`src/rtl/ser_ctrl_pkg.sv`:
```
package ser_ctrl_pkg;
  localparam int DW      = 32;
  localparam int N_UNIT  = 2;   // 0 = receiver, 1 = transmitter
  localparam int EN_LSB  = 0;
  localparam int CLR_LSB = 2;
  localparam int CLR_W   = 2;
  localparam int HDR_LSB = 4;
  localparam int HDR_W   = 2;
  localparam int FMT_LSB = 8;
  localparam int CSZ_W   = 3;
  localparam int FMT_W   = CSZ_W + 5;

  typedef struct packed {
    logic             sof_det;
    logic             coll_det;
    logic             ir_enc;
    logic             odd_parity;
    logic             two_stop;
    logic [CSZ_W-1:0] char_size;
  } fmt_t;

  typedef enum logic [HDR_W-1:0] {
    HDR_NONE  = 2'd0,
    HDR_BREAK = 2'd1,
    HDR_FULL  = 2'd2,
    HDR_RSVD  = 2'd3
  } hdr_e;
endpackage

```
`src/rtl/ser_ctrl_en_chan.sv`:
```
module ser_ctrl_en_chan (
  input  logic clk_i,
  input  logic rst_ni,
  input  logic wr_i,
  input  logic wr_bit_i,
  input  logic pen_i,
  input  logic pen_rise_i,
  input  logic ack_i,
  output logic en_o,
  output logic pend_o
);
  logic en_q, pend_q, en_d, pend_d;

  always_comb begin
    en_d   = en_q;
    pend_d = pend_q;
    if (wr_i) begin
      if (wr_bit_i && pen_i) begin
        en_d   = 1'b0;
        pend_d = 1'b1;
      end else begin
        en_d   = wr_bit_i;
        pend_d = 1'b0;
      end
    end else if (pend_q) begin
      if (!pen_i || ack_i) begin
        en_d   = 1'b1;
        pend_d = 1'b0;
      end
    end else if (en_q && pen_rise_i && !ack_i) begin
      // peripheral came up before the unit did
      en_d   = 1'b0;
      pend_d = 1'b1;
    end
  end

  always_ff @(posedge clk_i or negedge rst_ni) begin
    if (!rst_ni) begin
      en_q   <= 1'b0;
      pend_q <= 1'b0;
    end else begin
      en_q   <= en_d;
      pend_q <= pend_d;
    end
  end

  assign en_o   = en_q;
  assign pend_o = pend_q;

  AST_EN_PEND_EXCL: assert property (@(posedge clk_i) disable iff (!rst_ni)
    !(en_q && pend_q));
  AST_DIS_WR_SETS: assert property (@(posedge clk_i) disable iff (!rst_ni)
    wr_i && wr_bit_i && !pen_i |=> en_q && !pend_q);
  AST_WR0_CLEARS: assert property (@(posedge clk_i) disable iff (!rst_ni)
    wr_i && !wr_bit_i |=> !en_q && !pend_q);
  AST_ACK_RELEASE: assert property (@(posedge clk_i) disable iff (!rst_ni)
    pend_q && ack_i && !wr_i |=> en_q && !pend_q);
  AST_OFF_RELEASE: assert property (@(posedge clk_i) disable iff (!rst_ni)
    pend_q && !pen_i && !wr_i |=> en_q);
  AST_RISE_PENDS: assert property (@(posedge clk_i) disable iff (!rst_ni)
    en_q && pen_rise_i && !ack_i && !wr_i |=> pend_q && !en_q);
endmodule

```
`src/rtl/ser_ctrl_fifo_clr.sv`:
```
module ser_ctrl_fifo_clr #(
  parameter int W = 2
) (
  input  logic         clk_i,
  input  logic         rst_ni,
  input  logic         wr_i,
  input  logic [W-1:0] req_i,
  input  logic         busy_i,
  output logic [W-1:0] field_o,
  output logic [W-1:0] pulse_o
);
  logic [W-1:0] field_q, pulse_q;
  logic         load;

  assign load = wr_i && (req_i != '0);

  always_ff @(posedge clk_i or negedge rst_ni) begin
    if (!rst_ni) begin
      field_q <= '0;
      pulse_q <= '0;
    end else begin
      pulse_q <= load ? req_i : '0;
      if (load)         field_q <= req_i;
      else if (!busy_i) field_q <= '0;
    end
  end

  assign field_o = field_q;
  assign pulse_o = pulse_q;

  AST_PULSE_ONCE: assert property (@(posedge clk_i) disable iff (!rst_ni)
    (pulse_q != '0) && !load |=> pulse_q == '0);
  AST_HOLD_BUSY: assert property (@(posedge clk_i) disable iff (!rst_ni)
    busy_i && !load |=> $stable(field_q));
  AST_DROP_IDLE: assert property (@(posedge clk_i) disable iff (!rst_ni)
    !busy_i && !load |=> field_q == '0);
endmodule

```
`src/rtl/ser_ctrl_fmt.sv`:
```
module ser_ctrl_fmt
  import ser_ctrl_pkg::*;
(
  input  logic clk_i,
  input  logic rst_ni,
  input  logic wr_i,
  input  logic pen_i,
  input  fmt_t data_i,
  output fmt_t fmt_o
);
  fmt_t fmt_q;

  always_ff @(posedge clk_i or negedge rst_ni) begin
    if (!rst_ni)            fmt_q <= '0;
    else if (wr_i && !pen_i) fmt_q <= data_i;
  end

  assign fmt_o = fmt_q;

  AST_FMT_FROZEN: assert property (@(posedge clk_i) disable iff (!rst_ni)
    pen_i |=> $stable(fmt_q));
  AST_FMT_LOAD: assert property (@(posedge clk_i) disable iff (!rst_ni)
    wr_i && !pen_i |=> fmt_q == $past(data_i));
endmodule

```
`src/rtl/ser_ctrl_reg.sv`:
```
module ser_ctrl_reg
  import ser_ctrl_pkg::*;
(
  input  logic             clk_i,
  input  logic             rst_ni,
  input  logic             wr_en_i,
  input  logic [DW-1:0]    wr_data_i,
  output logic [DW-1:0]    rd_data_o,
  input  logic             periph_en_i,
  input  logic             rx_ack_i,
  input  logic             tx_ack_i,
  output logic             rx_en_o,
  output logic             tx_en_o,
  output logic             rx_req_o,
  output logic             tx_req_o,
  output logic             sync_busy_o,
  output logic             tx_fifo_clr_o,
  output logic             rx_fifo_clr_o,
  output logic [HDR_W-1:0] hdr_cmd_o,
  output logic [CSZ_W-1:0] char_size_o,
  output logic             two_stop_o,
  output logic             odd_parity_o,
  output logic             ir_enc_o,
  output logic             coll_det_o,
  output logic             sof_det_o
);
  logic              pen_q, pen_rise, busy;
  logic [N_UNIT-1:0] ack, en, pend;
  logic [CLR_W-1:0]  clr_field, clr_pulse;
  logic [HDR_W-1:0]  hdr_q;
  hdr_e              hdr_wr;
  fmt_t              fmt;
  logic              unused_wr_bits;

  assign unused_wr_bits = ^{wr_data_i[DW-1:FMT_LSB+FMT_W], wr_data_i[FMT_LSB-1:HDR_LSB+HDR_W]};

  always_ff @(posedge clk_i or negedge rst_ni) begin
    if (!rst_ni) pen_q <= 1'b0;
    else         pen_q <= periph_en_i;
  end
  assign pen_rise = periph_en_i && !pen_q;
  assign ack      = {tx_ack_i, rx_ack_i};

  for (genvar u = 0; u < N_UNIT; u++) begin : g_unit
    ser_ctrl_en_chan u_chan (
      .clk_i      (clk_i),
      .rst_ni     (rst_ni),
      .wr_i       (wr_en_i),
      .wr_bit_i   (wr_data_i[EN_LSB+u]),
      .pen_i      (periph_en_i),
      .pen_rise_i (pen_rise),
      .ack_i      (ack[u]),
      .en_o       (en[u]),
      .pend_o     (pend[u])
    );
  end

  assign busy = |pend;

  ser_ctrl_fifo_clr #(.W(CLR_W)) u_clr (
    .clk_i   (clk_i),
    .rst_ni  (rst_ni),
    .wr_i    (wr_en_i),
    .req_i   (wr_data_i[CLR_LSB +: CLR_W]),
    .busy_i  (busy),
    .field_o (clr_field),
    .pulse_o (clr_pulse)
  );

  ser_ctrl_fmt u_fmt (
    .clk_i  (clk_i),
    .rst_ni (rst_ni),
    .wr_i   (wr_en_i),
    .pen_i  (periph_en_i),
    .data_i (fmt_t'(wr_data_i[FMT_LSB +: FMT_W])),
    .fmt_o  (fmt)
  );

  // header command is a strobe: never stored in the readback
  assign hdr_wr = hdr_e'(wr_data_i[HDR_LSB +: HDR_W]);
  always_ff @(posedge clk_i or negedge rst_ni) begin
    if (!rst_ni) hdr_q <= '0;
    else if (wr_en_i && (hdr_wr == HDR_BREAK || hdr_wr == HDR_FULL)) hdr_q <= hdr_wr;
    else hdr_q <= '0;
  end

  always_comb begin
    rd_data_o                        = '0;
    rd_data_o[EN_LSB +: N_UNIT]      = en;
    rd_data_o[CLR_LSB +: CLR_W]      = clr_field;
    rd_data_o[FMT_LSB +: FMT_W]      = fmt;
  end

  assign rx_en_o       = en[0];
  assign tx_en_o       = en[1];
  assign rx_req_o      = en[0] | pend[0];
  assign tx_req_o      = en[1] | pend[1];
  assign sync_busy_o   = busy;
  assign tx_fifo_clr_o = clr_pulse[0];
  assign rx_fifo_clr_o = clr_pulse[1];
  assign hdr_cmd_o     = hdr_q;
  assign char_size_o   = fmt.char_size;
  assign two_stop_o    = fmt.two_stop;
  assign odd_parity_o  = fmt.odd_parity;
  assign ir_enc_o      = fmt.ir_enc;
  assign coll_det_o    = fmt.coll_det;
  assign sof_det_o     = fmt.sof_det;

  AST_HDR_ONE_CYCLE: assert property (@(posedge clk_i) disable iff (!rst_ni)
    (hdr_cmd_o != '0) && !wr_en_i |=> hdr_cmd_o == '0);
  AST_HDR_NO_RSVD: assert property (@(posedge clk_i) disable iff (!rst_ni)
    hdr_cmd_o != 2'd3);
  AST_BUSY_REQ_HIGH: assert property (@(posedge clk_i) disable iff (!rst_ni)
    sync_busy_o |-> (rx_req_o && !rx_en_o) || (tx_req_o && !tx_en_o));
endmodule

```
`config.mk`:
```
export PLATFORM = sky130hd
export DESIGN_NAME = ser_ctrl_reg
export DESIGN_NICKNAME = d
export VERILOG_FILES = /design/src/rtl/ser_ctrl_pkg.sv /design/src/rtl/ser_ctrl_en_chan.sv /design/src/rtl/ser_ctrl_fifo_clr.sv /design/src/rtl/ser_ctrl_fmt.sv /design/src/rtl/ser_ctrl_reg.sv
export SDC_FILE = /design/constraint.sdc
export NUM_CORES = 1
export LEC_CHECK = 0
export BUFFER_PORTS_ARGS = -buffer_cell sky130_fd_sc_hd__clkbuf_2
export CORE_UTILIZATION = 29
export CTS_BUF_LIST = sky130_fd_sc_hd__clkbuf_16
export CTS_CLUSTER_SIZE = 30
export DETAILED_ROUTE_END_ITERATION = 8
export PLACE_DENSITY = 0.66
export SYNTH_ARGS = -nofsm -noshare
export SYNTH_HDL_FRONTEND = slang
export SYNTH_SLANG_ARGS = --single-unit
```
`constraint.sdc`:
```
create_clock -name clk_i -period 0.9 [get_ports clk_i]
set_input_delay 0.27 -clock clk_i [delete_from_list [all_inputs] [get_ports clk_i]]
set_output_delay 0.27 -clock clk_i [all_outputs]
set_load 0.1 [all_outputs]
```
==> flow_metrics.tcl, run 1 <==
set metrics [dict create \
    initial_core_util_pct 30.7 \
    tns_ps -9920 \
    fin_crit_sh_pct 156 \
    clockBufferDepth 2 \
    grt_max_degree 20 \
    viasPerCell 4.01 \
    die_area_um2 3810 \
    fmax_ghz 0.714 \
    synth_top_area_share_pct 46.0 \
    drive_gt1_share_pct 68.5 \
    synth_cell_types 20 \
    numCtsBuffers 3 \
    timing.rr.start "g_unit[0].u_chan.en_o" \
    rsz0062_at_grt "true" \
    yosys_warnings 0 \
    ir_drop_mv 0.994 \
    drt_wl_total_um 2100 \
    hpwlAfterDp_um 1730 \
    antenna_found_initial 0 \
    cp-end-kind "primary output" \
    final_antenna_net_count 0 \
    rows 21 \
    reg2regPathDepth 4 \
    syn_to_final_growth_pct 82.0 \
    worstPathArrival_ps 1130 \
    clockRootBuffer "clkbuf_16" \
    r2r_end "g_unit[0].u_chan.en_o" \
    antenna_cells 0 \
    final_nets 182 \
    hold_class "input port to register" \
    drt_iter0_markers 13 \
    dieWidth_um 61.7 \
    grt_pass1_wl_um 3210 \
    syn_area_per_cell_um2 11.0 \
    maxCapViolations 0 \
    synth_cells 94 \
    port_buffers 48 \
    required_ps 630 \
    crit_fanout 2 \
    drv_slew 0 \
    crit_end "tx_req_o" \
    dr.pass1.iters 4 \
    drc 0 \
    grt_pass1_vias 689 \
    synth-edff-count 0 \
    ys_top_cells_by_count "buf_4, dfrtp_1, mux2_4" \
    clock_sinks 19 \
    ys.flop_type "dfrtp_1" \
    coreArea_um2 3360 \
    p_total_mw 4.61 \
    globalRouteOverflowTotal 0 \
    cp-start-kind "register" \
    synth.most_common_cell "buf_4" \
    crit_start "g_unit[1].u_chan.en_o" \
    status "finished, violations left" \
    fin_crit_ps 1400 \
    clk_latency_ps 240 \
    clk_pin_slew_ps 50 \
    violations "negative setup slack" \
    ys_seq_area_share_pct 46.0 \
    finalSetupViolations 34 \
    skew_ps 0.907 \
    wl_per_cell_um 11.1 \
    synth_area_leaders "dfrtp_1, buf_4, mux2_4, o41ai_2, nor3_1" \
    fin_area_um2 1880 \
    setup_ws_ps -501 \
    pin_count 87 \
    async_flop_share_pct 100 \
    cts_tree "yes" \
    synth_top_area_cell "dfrtp_1" \
    power_density_nw_per_um2 2450 \
    critical_path_class "register to primary output" \
    hold_viol 0 \
    htreeDepth 1 \
    rrSetupSlack_ps -160 \
    post-place-ws_ps -252 \
    netlist_area_um2 1030 \
    vias 757 \
    track_usage_pct 11.7 \
    place_area_um2 1750 \
    finalHoldWorstSlack_ps 180 \
    die_y_um 61.7 \
    ys_seq_elements 19 \
    gp_congestion 0.756 \
    p_leak_nw 0.886 \
]
worst min path at each step:
| stage | start | end | slack [ps] | cells past startpoint |
|---|---|---|---|---|
| floorplan | rst_ni | g_unit[0].u_chan.pend_o | -30 | 0 |
| global placement | rst_ni | u_fmt.fmt_o[4] | 210 | 2 |
| detailed placement | rst_ni | u_fmt.fmt_o[3] | 210 | 2 |
| CTS | wr_data_i[4] | hdr_cmd_o[1] | 180 | 2 |
| global route | wr_data_i[4] | hdr_cmd_o[1] | 180 | 2 |
| finish | wr_data_i[4] | hdr_cmd_o[1] | 180 | 2 |
logic make-up (layout without fill, tap and decap cells):
| family | count (synthesis) | count (layout) | share of synthesized area [%] |
|---|---|---|---|
| muxes | 8 | 8 | 11.6 |
| DFF | 19 | 19 | 46.0 |
| other | 1 | 20 | 0.363 |
| AOI/OAI and AO/OA | 10 | 10 | 7.99 |
| buffers and inverters | 37 | 67 | 25.2 |
| and+or+nand+nor | 19 | 19 | 8.84 |
per-layer routing:
metal | global-route usage, % | wire [um]
met5 | 0 | 0
met4 | 5.08 | 27
met3 | 3.11 | 239
met2 | 21.0 | 1080
met1 | 13.1 | 753
worst max-delay path, stage by stage, from the launching register on:
cell	delay, ps
dfrtp_4	470
or2_4	250
buf_12	170
sequential cells by signal, summed over array words and instances (netlist names):
name                  cells
u_fmt.fmt_o               8
g_unit.u_chan.en_o        2
u_clr.pulse_o             2
g_unit.u_chan.pend_o      2
hdr_cmd_o                 2
pen_q                     1
u_clr.field_o             2
area by class of cell:
cell class | instances | area, um2
Sequential cell | 19 | 537
Fill cell | 271 | 1480
Inverter | 5 | 22.5
Timing Repair Buffer | 58 | 766
Clock inverter | 1 | 3.75
Multi-Input combinational cell | 57 | 419
Clock buffer | 3 | 75.1
Tap cell | 46 | 57.6
repair_timing:
action                     4_1_cts  5_1_grt
setup endpoints to repair       40       43
hold endpoints to repair        19        0
hold buffers                     1        0
gates resized for setup          4        6
buffers inserted                 0        0
pin swaps                        2        1
per-stage QoR:
step           utilization [%]  instances
6_report                  55.9        189
5_1_grt                   55.9        189
4_1_cts                   55.2        189
3_5_place_dp              52.0        184
3_3_place_gp              52.0        184
2_1_floorplan                -        113
power by group:
part	total, mW	internal (mW)	switching (mW)
clock network	0.875	0.589	0.285
logic	2.61	0.818	1.79
registers	1.13	0.995	0.131
cell usage in the layout (no fill, tap or decap), types with 2 or more instances in the layout:
cell       count
dfrtp_4       16
a21boi_0       2
clkbuf_2      19
inv_2          2
clkbuf_16      3
nand2_1        5
inv_1          3
conb_1        20
a21oi_4        2
o41ai_2        2
buf_4          8
or2_4          2
nor2_1         3
buf_12        30
o21ai_0        2
mux2_4         8
dfrtp_1        2
o21a_1         2
nand3_1        2
nor3_2         3
Power figures use the tool's default switching activity.
==> run 2: changes to the inputs <==
--- a/config.mk
+++ b/config.mk
@@ -7,7 +7,6 @@
 export LEC_CHECK = 0
 export BUFFER_PORTS_ARGS = -buffer_cell sky130_fd_sc_hd__clkbuf_2
 export CORE_UTILIZATION = 29
-export CTS_BUF_LIST = sky130_fd_sc_hd__clkbuf_16
 export CTS_CLUSTER_SIZE = 30
 export DETAILED_ROUTE_END_ITERATION = 8
 export PLACE_DENSITY = 0.66
==> flow_metrics.tcl, run 2 (synthesized netlist as in run 1, its figures left out) <==
set metrics [dict create \
    status "finished, violations left" \
    violations "negative setup slack" \
    p_switching_mw 2.17 \
    fin_area_um2 1830 \
    final_common_cell "buf_12" \
    clk_pin_slew_ps 100 \
    final_nets 182 \
    final_antenna_net_count 0 \
    gp_congestion 0.756 \
    tns_ps -11710 \
    drive_gt1_share_pct 68.5 \
    syn_to_final_growth_pct 77.2 \
    hold_viol 0 \
    antenna_cells 0 \
    clk_latency_ps 290 \
    setup_ws_ps -558 \
    final_cell_mix "buf_12, conb_1, clkbuf_2" \
    p_leak_nw 0.860 \
    fin_crit_sh_pct 162 \
    clock_sinks 19 \
    crit_fanout 2 \
    hold_class "input port to register" \
    die_y_um 61.7 \
    grt_pass1_wl_um 3190 \
    track_usage_pct 11.6 \
    viasPerCell 4.03 \
    cts_tree "yes" \
    fin_crit_ps 1460 \
    sw_frac_of_total_pct 52.2 \
    grt_max_degree 20 \
    cts_setup_buffers 0 \
    vias 762 \
    worstPathArrival_ps 1190 \
    hpwlAfterDp_um 1730 \
    power_density_nw_per_um2 2270 \
    pwr-share-comb_pct 62.9 \
    ir_drop_mv 0.914 \
    rsz0062_at_grt "true" \
    drc 0 \
    htreeDepth 1 \
    antenna_found_initial 0 \
    drt_wl_total_um 2110 \
    initial_core_util_pct 30.7 \
    port_buffers 48 \
    globalRouteOverflowTotal 0 \
    largest_reg_flops 8 \
    cp-end-kind "primary output" \
    pwr-share-seq_pct 27.0 \
    clockBufferDepth 2 \
    drt_iter0_markers 15 \
    maxCapViolations 0 \
    cp-start-kind "register" \
    clockRootBuffer "clkbuf_4" \
    dieWidth_um 61.7 \
    finalSetupViolations 41 \
    drv_slew 0 \
    dr.pass1.iters 4 \
    grt_pass1_vias 683 \
    place_area_um2 1750 \
    die_area_um2 3810 \
    wl_per_cell_um 11.1 \
    fmax_ghz 0.686 \
    required_ps 630 \
    rows 21 \
    critical_path_class "register to primary output" \
    coreArea_um2 3360 \
    internal_power_mw 1.99 \
    clkPwrFrac_pct 10.0 \
    pin_count 87 \
    skew_ps 4.36 \
    numCtsBuffers 3 \
]
[run 2: cell count changes in the layout (fill, tap and decap cells not counted)]
cell / before / now
clkbuf_16: 3 / 0
clkbuf_4: 0 / 3
inv_1: 3 / 2
clkbuf_1: 0 / 1
buf_4: 8 / 7
o21ai_1: 0 / 2
buf_6: 0 / 1
o21ai_0: 2 / 0
[run 2: layout make-up]
class / instances / area (um2)
Timing Repair Buffer: 58 / 769
Inverter: 5 / 22.5
Multi-Input combinational cell: 57 / 419
Clock buffer: 4 / 26.3
Tap cell: 46 / 57.6
Fill cell: 280 / 1530
Sequential cell: 19 / 537
[run 2: repair_timing]
| action | CTS | global route |
|---|---|---|
| setup endpoints to repair | 43 | 43 |
| gates resized for setup | 4 | 9 |
| endpoints found under the hold margin | 19 | 0 |
| gates cloned | 0 | 0 |
| hold buffers | 1 | 0 |
| pin swaps | 2 | 0 |
[run 2: worst paths after layout]
kind                                       start                     to  slack [ps]  depth (start not counted)
min in group asynchronous                 rst_ni         u_fmt.fmt_o[0]         460                          3
setup reg to reg           g_unit[0].u_chan.en_o  g_unit[0].u_chan.en_o        -170                          4
max in group asynchronous                 rst_ni  g_unit[1].u_chan.en_o         300                          3
setup / recovery           g_unit[1].u_chan.en_o               tx_req_o        -560                          2
hold reg to reg                 u_clr.field_o[0]       u_clr.field_o[0]         640                          2
hold / removal                      wr_data_i[4]           hdr_cmd_o[1]         130                          2
[run 2: worst max-delay path, stage by stage (launching register included)]
cell	delay (ps)
dfrtp_4	480
or2_4	250
buf_12	170
[run 2: through the flow]
stage	worst slack, ps	hold WS (ps)	utilization, %	instances	total power [mW]
floorplan	-413	-25.6	-	113	3.14
global placement	-244	211	52.0	184	3.70
detailed placement	-252	214	52.0	184	3.73
CTS	-580	113	53.6	189	4.18
global route	-613	102	54.5	189	4.32
finish	-558	126	54.5	189	4.15
[run 2: power groups by stage]
stage               logic, mW  registers [mW]  clock network [mW]
floorplan                1.45            1.69                   0
finish                   2.61            1.12               0.416
CTS                      2.61            1.12               0.448
detailed placement       2.59            1.14                   0
global route             2.69            1.14               0.493
global placement         2.57            1.13                   0
[run 2: routing by layer]
layer | GRT usage, % | part of all wire (%) | vias to the layer above
met5 | 0 | 0 | -
met4 | 5.08 | 1.3 | 0
met3 | 2.48 | 11 | 2
met2 | 21.0 | 52 | 56
met1 | 12.9 | 36 | 350
li1 | - | - | 354
==> run 3: changes to the inputs <==
--- a/config.mk
+++ b/config.mk
@@ -9,7 +9,7 @@
 export CORE_UTILIZATION = 29
 export CTS_CLUSTER_SIZE = 30
 export DETAILED_ROUTE_END_ITERATION = 8
-export PLACE_DENSITY = 0.66
+export PLACE_DENSITY = 0.71
 export SYNTH_ARGS = -nofsm -noshare
 export SYNTH_HDL_FRONTEND = slang
 export SYNTH_SLANG_ARGS = --single-unit
==> flow_metrics.tcl, run 3 (synthesized netlist as in run 1, its figures left out) <==
set metrics [dict create \
    dr.pass1.iters 4 \
    clockBufferDepth 2 \
    status "finished, violations left" \
    fin_crit_ps 1470 \
    grt_pass1_vias 704 \
    clock_sinks 19 \
    final_antenna_net_count 0 \
    critical_path_class "register to primary output" \
    hold_viol 0 \
    hold_start "wr_data_i[4]" \
    required_ps 630 \
    hpwlAfterDp_um 1760 \
    clk_latency_ps 290 \
    numCtsBuffers 3 \
    die_y_um 61.7 \
    globalRouteOverflowTotal 0 \
    antenna_cells 0 \
    finalSetupViolations 41 \
    rrSetupSlack_ps -180 \
    pin_count 87 \
    grt_pass1_wl_um 3170 \
    htreeDepth 1 \
    maxCapViolations 0 \
    skew_ps 2.38 \
    hold_class "input port to register" \
    final_cell_mix "buf_12, conb_1, clkbuf_2" \
    rows 21 \
    tns_ps -11990 \
    port_buffers 48 \
    clk_pin_slew_ps 100 \
    r2r_end "g_unit[0].u_chan.en_o" \
    p_leak_nw 0.865 \
    final_nets 182 \
    hold_depth 2 \
    setup_ws_ps -567 \
    initial_core_util_pct 30.7 \
    rsz0062_at_grt "true" \
    cp-end-kind "primary output" \
    coreArea_um2 3360 \
    final_common_cell "buf_12" \
    largest_reg_flops 8 \
    critPathBufInv 1 \
    clockRootBuffer "clkbuf_4" \
    fillers 296 \
    antenna_found_initial 0 \
    finalHoldWorstSlack_ps 122 \
    die_area_um2 3810 \
    cp-start-kind "register" \
    crit_family "flip-flops" \
    gp_congestion 0.700 \
    cts_setup_buffers 0 \
    slowest_stage "dfrtp_4" \
    ir_drop_mv 0.773 \
    cts_tree "yes" \
    track_usage_pct 11.8 \
    fmax_ghz 0.682 \
    drc 0 \
    viasPerCell 3.90 \
    reg2regPathDepth 4 \
    drive_gt1_share_pct 68.5 \
    drt_iter0_markers 7 \
    power_density_nw_per_um2 2270 \
    grt_max_degree 20 \
    violations "negative setup slack" \
    worstPathArrival_ps 1200 \
    syn_to_final_growth_pct 77.8 \
    wl_per_cell_um 11.2 \
    min_to "hdr_cmd_o[1]" \
    fin_crit_sh_pct 163 \
    drv_slew 0 \
    drt_wl_total_um 2130 \
    path_depth 2 \
    crit_fanout 2 \
    post-place-ws_ps -254 \
    vias 738 \
    critical_path.max_stage_delay_ps 480 \
    timing.rr.start "g_unit[0].u_chan.en_o" \
    path_cells "or2_4 -> buf_12" \
    dieWidth_um 61.7 \
]
run 3: worst max path at each step:
stage | start | endpoint | slack [ps]
finish | g_unit[1].u_chan.en_o | tx_req_o | -570
global route | g_unit[0].u_chan.en_o | rx_req_o | -620
CTS | g_unit[0].u_chan.en_o | rx_req_o | -580
detailed placement | wr_en_i | u_fmt.fmt_o[1] | -250
global placement | wr_en_i | u_fmt.fmt_o[0] | -250
floorplan | g_unit[0].u_chan.en_o | g_unit[0].u_chan.en_o | -410
run 3: report_power, final:
part           internal (mW)  switching (mW)  leakage (nW)
combinational          0.824            1.80         0.634
clock                  0.172           0.255        0.0150
sequential             0.991           0.130         0.216
run 3: cell type report:
type                    count  area, um2  share of cell area [%]
flip-flops and latches     19        536                    29.1
well taps                  46       57.6                    3.13
inverters                   5       22.5                    1.23
clock buffers               4       26.3                    1.43
repair buffers             58        769                    41.9
multi-input cells          57        427                    23.2
run 3: per-layer routing:
metal / share of wire (%) / track usage [%] / wire (um)
met4: 0 / 4.76 / 0
met3: 11 / 2.69 / 225
met1: 37 / 12.5 / 793
met5: 0 / 0 / 0
met2: 52 / 22.3 / 1110
run 3: repair_timing:
action / CTS / global route
hold buffers: 1 / 0
pin swaps: 0 / 1
resized for setup: 5 / 8
cloned: 0 / 0
endpoints found under the setup margin: 43 / 43
endpoints found under the hold margin: 19 / 0
run 3: stage by stage:
stage	utilization [%]	instance area, um2	cells	power (mW)
floorplan	-	1280	113	3.14
global placement	52.0	1750	184	3.70
detailed placement	52.0	1750	184	3.73
CTS	53.8	1810	189	4.19
global route	54.7	1840	189	4.32
finish	54.7	1840	189	4.17
